[src/rtl/pwr_mode_ctrl.sv]
module pwr_mode_ctrl #(
  parameter int MSTP_W = 16,
  parameter int SETTLE_CYCLES = 16
) (
  input  logic              clk,
  input  logic              rst_n,
  input  logic              sleep_req,
  input  logic              stby_sel,
  input  logic              acs_en,
  input  logic [MSTP_W-1:0] mstp_val,
  input  logic              bus_released,
  input  logic              wake_irq,
  output logic [1:0]        pstate,
  output logic              cpu_clk_en,
  output logic              bsc_clk_en,
  output logic              io_clk_en,
  output logic              periph_clk_en,
  output logic              tmr_clk_en,
  output logic              rel_fn_en
);
  localparam int CW = (SETTLE_CYCLES > 1) ? $clog2(SETTLE_CYCLES) : 1;
  localparam logic [MSTP_W-1:0] ALL_OFF = '1;
  localparam logic [MSTP_W-1:0] TMR_ONLY = {{(MSTP_W-1){1'b1}}, 1'b0};

  typedef enum logic [1:0] {ACT = 2'b00, SLP = 2'b01, ACS = 2'b10, STBY = 2'b11} pst_t;

  pst_t          st;
  logic          pend, pend_stby, keep_tmr, settling;
  logic [CW-1:0] cnt;

  wire  is_tmr = (mstp_val == TMR_ONLY);
  wire  deep_ok = acs_en && (mstp_val == ALL_OFF || is_tmr);
  pst_t tgt;
  assign tgt = stby_sel ? STBY : (deep_ok ? ACS : SLP);

  always_ff @(posedge clk or negedge rst_n) begin
    if (!rst_n) begin
      st        <= ACT;
      pend      <= 1'b0;
      pend_stby <= 1'b0;
      keep_tmr  <= 1'b0;
      settling  <= 1'b0;
      cnt       <= '0;
    end else begin
      case (st)
        ACT: begin
          if (pend) begin
            if (wake_irq) pend <= 1'b0;
            else if (!bus_released) begin
              st   <= pend_stby ? STBY : ACS;
              pend <= 1'b0;
            end
          end else if (sleep_req) begin
            keep_tmr <= is_tmr && !stby_sel;
            if (tgt != SLP && bus_released) begin
              pend      <= 1'b1;
              pend_stby <= stby_sel;
            end else begin
              st <= tgt;
            end
          end
        end
        SLP, ACS: if (wake_irq) st <= ACT;
        STBY: begin
          if (!settling) begin
            if (wake_irq) begin
              settling <= 1'b1;
              cnt      <= '0;
            end
          end else if (cnt == CW'(SETTLE_CYCLES - 1)) begin
            st       <= ACT;
            settling <= 1'b0;
          end else begin
            cnt <= cnt + 1'b1;
          end
        end
        default: st <= ACT;
      endcase
    end
  end

  wire lite = (st == ACT) || (st == SLP);
  assign pstate        = st;
  assign cpu_clk_en    = (st == ACT);
  assign bsc_clk_en    = lite;
  assign io_clk_en     = lite;
  assign periph_clk_en = lite;
  assign tmr_clk_en    = lite || (st == ACS && keep_tmr);
  assign rel_fn_en     = lite;


  defer_hold_chk: assert property (@(posedge clk) disable iff (!rst_n)
    (pend && bus_released) |=> st == ACT);

  defer_fire_chk: assert property (@(posedge clk) disable iff (!rst_n)
    (st == ACT && pend && !bus_released && !wake_irq) |=> st[1]);

  no_deep_entry_while_released_chk: assert property (@(posedge clk) disable iff (!rst_n)
    ($past(st) == ACT && st[1]) |-> !$past(bus_released));

  light_wake_chk: assert property (@(posedge clk) disable iff (!rst_n)
    ((st == SLP || st == ACS) && wake_irq) |=> st == ACT);

  stby_hold_chk: assert property (@(posedge clk) disable iff (!rst_n)
    (st == STBY && !settling) |=> st == STBY);

  light_stable_chk: assert property (@(posedge clk) disable iff (!rst_n)
    ((st == SLP || st == ACS) && !wake_irq) |=> $stable(st));
endmodule

[config.mk]
export PLATFORM = sky130hd
export DESIGN_NAME = pwr_mode_ctrl
export DESIGN_NICKNAME = d
export VERILOG_FILES = /design/src/rtl/pwr_mode_ctrl.sv
export SDC_FILE = /design/constraint.sdc
export NUM_CORES = 1
export LEC_CHECK = 0
export CAP_MARGIN = 20
export CORE_UTILIZATION = 41
export CTS_CLUSTER_SIZE = 40
export DETAILED_ROUTE_END_ITERATION = 6
export GPL_ROUTABILITY_DRIVEN = 1
export HOLD_SLACK_MARGIN = 0.1
export PLACE_DENSITY_LB_ADDON = 0.1
export SKIP_CTS_REPAIR_TIMING = 1
export SLEW_MARGIN = 20
export SYNTH_ARGS = -nofsm -noshare
export SYNTH_HDL_FRONTEND = slang
export SYNTH_SLANG_ARGS = --single-unit
[constraint.sdc]
create_clock -name clk -period 1.9 [get_ports clk]
set_input_delay 0.38 -clock clk [delete_from_list [all_inputs] [get_ports clk]]
set_output_delay 0.38 -clock clk [all_outputs]
set_load 0.02 [all_outputs]
==> results list <==
- At the pin with the least slew margin, the transition time is slightly below 0.5 ns.
- From synthesis to final layout, the design area changed by 56.97%.
- Crit path largest cell delay: ~0.43 ns
* Nets in the synthesized netlist: about 110
- Cells fill 72.38% of the core in the end.
* Outcome: complete, but fails checks
* Height of the chip: between 40 and 50 um
- The die covers 1945 sq um.
* Detailed-route wire length: ~1900 um
- Summing the areas of all fa, ha and maj instances in the mapped netlist gives between 8 and 9% of the synthesized area.
- Relative slew margins: between 60 and 70%
* Total standard cell area after synthesis: 726.9 sq um
- The endpoint identified for the worst register-to-register timing path is pend_stby.
* Ordered list of cells on the worst path: ha_1, or2_4, buf_4, dlymetal6s2s_1
* Fmax: 0.5429 GHz
- The analysis attributes to cell leakage a power of ~0.50 nW.
- GR Overflow Total: 0
- Final worst-path cycle share: between 90 and 100%
- Combinational cells account for around 64% of the total power.
- Across all setup checks in the final design, the least slack found is about 0.058 ns.
- At the worst endpoint, the required time is around 1.5 ns.
- Drc violations: 2
* Fraction of layout instances using a drive strength above 1: a little over a fifth
- In this run, CTS created clock tree buffers numbering 3.
* Sequential cell area in the final layout: ~250 sq um
- Cell type group with the largest total delay on the critical path: flip-flops
- Synthesis produced between 80 and 90 cells.
- Power spread over the standard cell area amounts to about 1300 nW/um^2.
- The worst setup path is captured at an output port.
- The total count of max-transition violations in the final report came to 0.
- IR analysis of the VDD net gives a maximum drop of around 1.0 mV.
- The count of final hold-check violations was 0.
- Entering global routing, the biggest net connects 11 pins.
- Violations in the final reports: design-rule violations
- The first global-routing pass estimated between 3000 and 4000 um of wire.
- Setup violations remaining at the end of the flow were counted as 0.
- Post-Place Setup Slack: -0.1519 ns
* Synthesis-stage register bit count: 10
- Via count of the first global-routing pass: 759
- Across all register-to-register paths, the minimum setup slack is 0.31 ns.
- Once the floorplan was initialized, standard cells occupied around 46% of the core.
* Shortest clock period the worst path allows after layout: 1.842 ns
- The clock passes through at most 2 buffers.
- The worst setup path is launched from a register.
- After Yosys synthesis, XOR and XNOR cells account for 0% of the synthesized area.
* Clock tree from TritonCTS: built
- The repair_antennas step left the layout with diodes totalling 0.
* Cell at the root of the clock tree: sky130_fd_sc_hd__clkbuf_4
- Internal power comes to 0.8391 mW.
- Area occupied by multi-input gates: approximately 440 sq um
- Unrepaired setup endpoints after global routing: false
- The clock network accounts for between 10% and 20% of the total power.
- After Yosys synthesis, and, or, nand and nor cells account for 23.06% of the synthesized area.
* Average vias per placed instance: between 5 and 6
- The netlist uses 29 different library cells.
- The clock drives 10 sinks.
- After synthesis, flip-flops and latches occupy 34.42% of the total area.
- In this run switching power makes up 42.50% of total power.
* Final nets: roughly 150
* H-tree depth reported by CTS: 1
- At the end of routability-driven placement, the weighted congestion stood at 0.8653.
* Residual antenna-violating net count after detailed routing: 0
- HPWL reported at the end of detailed placement: roughly 1600 um
* Mux contribution to synthesized area: approximately 1.5%
- Clk Latency, worst-skew pair: about 0.26 ns
- Between clock sinks in the finished design, the worst skew comes to ~0.005 ns.
- The synthesized netlist devotes about a quarter of its cell area to compound gates.
- Clock-pin slew was measured on the worst setup and hold paths at roughly 0.07 ns.
* Routed WL per cell: around 14 um
* Synthesized area per cell: about 9.0 sq um
- Reg power frac: about a quarter
- Largest fanout on the critical path: 4
* Pwr Total: roughly 1.5 mW
- Combinational family with the most area after synthesis: compound AO/OA/AOI/OAI gates
- Counting both buffers and inverters, the worst setup path holds a total of 2.
- Worst hold-check path type: in -> async
* Classification of the worst setup path: reg -> out
* Total vias in the final route: approximately 780
* Overall global routing resource usage: ~22%
- Hold slack final: approximately 0.45 ns
- Row generation in the floorplan step produced 14 rows.
- Summed over all failing endpoints, the final setup total negative slack is 0 ns.
* Max_cap viols: 0
- The initial antenna violation count came to 0.
- Among all stages on the critical path, the largest delay is contributed by sky130_fd_sc_hd__dfrtp_2.
- The core region is between 1500 and 2000 sq um.
* Number of iterations in the first detailed-routing pass: 7
- The first routing iteration left 23 violations.
- Register-to-Register Path Depth: 7
- Warning count from the yosys run: 0
* DIE WIDTH: around 44 um
- The analysis attributes to net switching a power of about 0.62 mW.
- The layout has around 130 filler cells.
- Data arrives at the worst endpoint at 1.46 ns.
* Ports: 31
* Input/output buffers: 30
- The startpoint identified for the worst register-to-register timing path is pstate[0].
## how the worst max path moves through the flow
stage | start | to | slack [ns] | depth (start not counted)
final | pstate[0] | bsc_clk_en | 0.06 | 4
after global routing | pstate[0] | periph_clk_en | 0.009 | 5
after CTS | pstate[0] | rel_fn_en | -0.36 | 5
after detailed placement | mstp_val[7] | pstate[0] | -0.15 | 5
after global placement | mstp_val[8] | pstate[0] | -0.12 | 5
after floorplan | pstate[1] | tmr_clk_en | 0.05 | 4
## synthesized netlist by cell type
library cell | count | area share (%)
sky130_fd_sc_hd__nor4b_2 | 1 | 2.1
sky130_fd_sc_hd__nand3_1 | 3 | 2.1
sky130_fd_sc_hd__o311a_1 | 1 | 1.4
sky130_fd_sc_hd__nor2b_1 | 3 | 2.6
sky130_fd_sc_hd__nand2_1 | 7 | 3.6
sky130_fd_sc_hd__and2_1 | 1 | 0.86
sky130_fd_sc_hd__nor4_1 | 1 | 0.86
sky130_fd_sc_hd__a31oi_1 | 1 | 0.86
sky130_fd_sc_hd__ha_1 | 5 | 8.6
sky130_fd_sc_hd__dfrtp_1 | 10 | 34
sky130_fd_sc_hd__or4_4 | 1 | 1.5
sky130_fd_sc_hd__nand4_1 | 5 | 4.3
sky130_fd_sc_hd__and3_1 | 2 | 1.7
sky130_fd_sc_hd__buf_4 | 3 | 3.1
sky130_fd_sc_hd__o41ai_2 | 1 | 2.2
sky130_fd_sc_hd__a21oi_1 | 10 | 6.9
sky130_fd_sc_hd__o21bai_1 | 1 | 1.0
sky130_fd_sc_hd__o21ai_0 | 5 | 3.4
sky130_fd_sc_hd__nand2b_1 | 3 | 2.6
sky130_fd_sc_hd__inv_1 | 5 | 2.6
sky130_fd_sc_hd__a22o_1 | 3 | 3.6
sky130_fd_sc_hd__a21o_1 | 1 | 1.0
sky130_fd_sc_hd__o211ai_1 | 2 | 2.1
sky130_fd_sc_hd__a32oi_1 | 1 | 1.2
sky130_fd_sc_hd__mux2_2 | 1 | 1.5
sky130_fd_sc_hd__clkbuf_1 | 1 | 0.52
sky130_fd_sc_hd__a311oi_1 | 1 | 1.2
sky130_fd_sc_hd__o41ai_1 | 1 | 1.2
sky130_fd_sc_hd__or2_2 | 1 | 0.86
## state kept, by name, summed over array words and instances, names as in the netlist
| name | flops |
|---|---|
| cnt | 4 |
| pstate | 2 |
| keep_tmr | 1 |
| pend | 1 |
| pend_stby | 1 |
| settling | 1 |
## final cells by class
type | count | area share (%)
Timing Repair Buffer | 42 | 33.99
Multi-Input combinational cell | 62 | 38.27
Inverter | 5 | 1.645
Tap cell | 16 | 1.754
Sequential cell | 10 | 22.04
Clock buffer | 4 | 2.303
## cells in the final DEF (no fill, tap or decap), types with 2 or more instances in the layout
cell                               n
sky130_fd_sc_hd__nand3_1           3
sky130_fd_sc_hd__buf_4            14
sky130_fd_sc_hd__nor2b_1           3
sky130_fd_sc_hd__nand2_1           7
sky130_fd_sc_hd__ha_1              4
sky130_fd_sc_hd__and3_1            2
sky130_fd_sc_hd__clkdlybuf4s50_1  24
sky130_fd_sc_hd__dlymetal6s2s_1    3
sky130_fd_sc_hd__o21ai_0           5
sky130_fd_sc_hd__inv_1             4
sky130_fd_sc_hd__nand4_1           5
sky130_fd_sc_hd__nand2b_1          3
sky130_fd_sc_hd__o211ai_1          2
sky130_fd_sc_hd__clkbuf_4          3
sky130_fd_sc_hd__a22o_1            3
sky130_fd_sc_hd__dfrtp_1           9
sky130_fd_sc_hd__a21oi_1          10
## metal layers
metal  vias up  GRT usage (%)  part of all wire, %
li1        390              -                    -
met1       351          28.50                   44
met2        35          35.88                   46
met3         6          6.122                  7.3
met4         0          6.061                  2.4
met5         -              0                    0
## cells by family (layout without fill, tap and decap cells)
kind of cell,count (synthesis),in the layout
compound gates,28,28
flops,10,10
buf+inv,9,51
simple gates,28,28
mux,1,1
fa+ha+maj,5,5
## metrics by stage
step,instance area [sq um],instances
CTS,1141,139
global placement,1115,135
detailed placement,1115,135
floorplan,730.7,81
global route,1141,139
finish,1141,139
## power by group through the flow
| stage | sequential (mW) | combinational, mW | clock, mW |
|---|---|---|---|
| after detailed placement | 0.370 | 0.966 | 0 |
| after floorplan | 0.386 | 0.550 | 0 |
| after global routing | 0.380 | 1.03 | 0.166 |
| after global placement | 0.367 | 0.950 | 0 |
| final | 0.369 | 0.936 | 0.154 |
| after CTS | 0.367 | 0.969 | 0.158 |
Power figures use the tool's default switching activity.
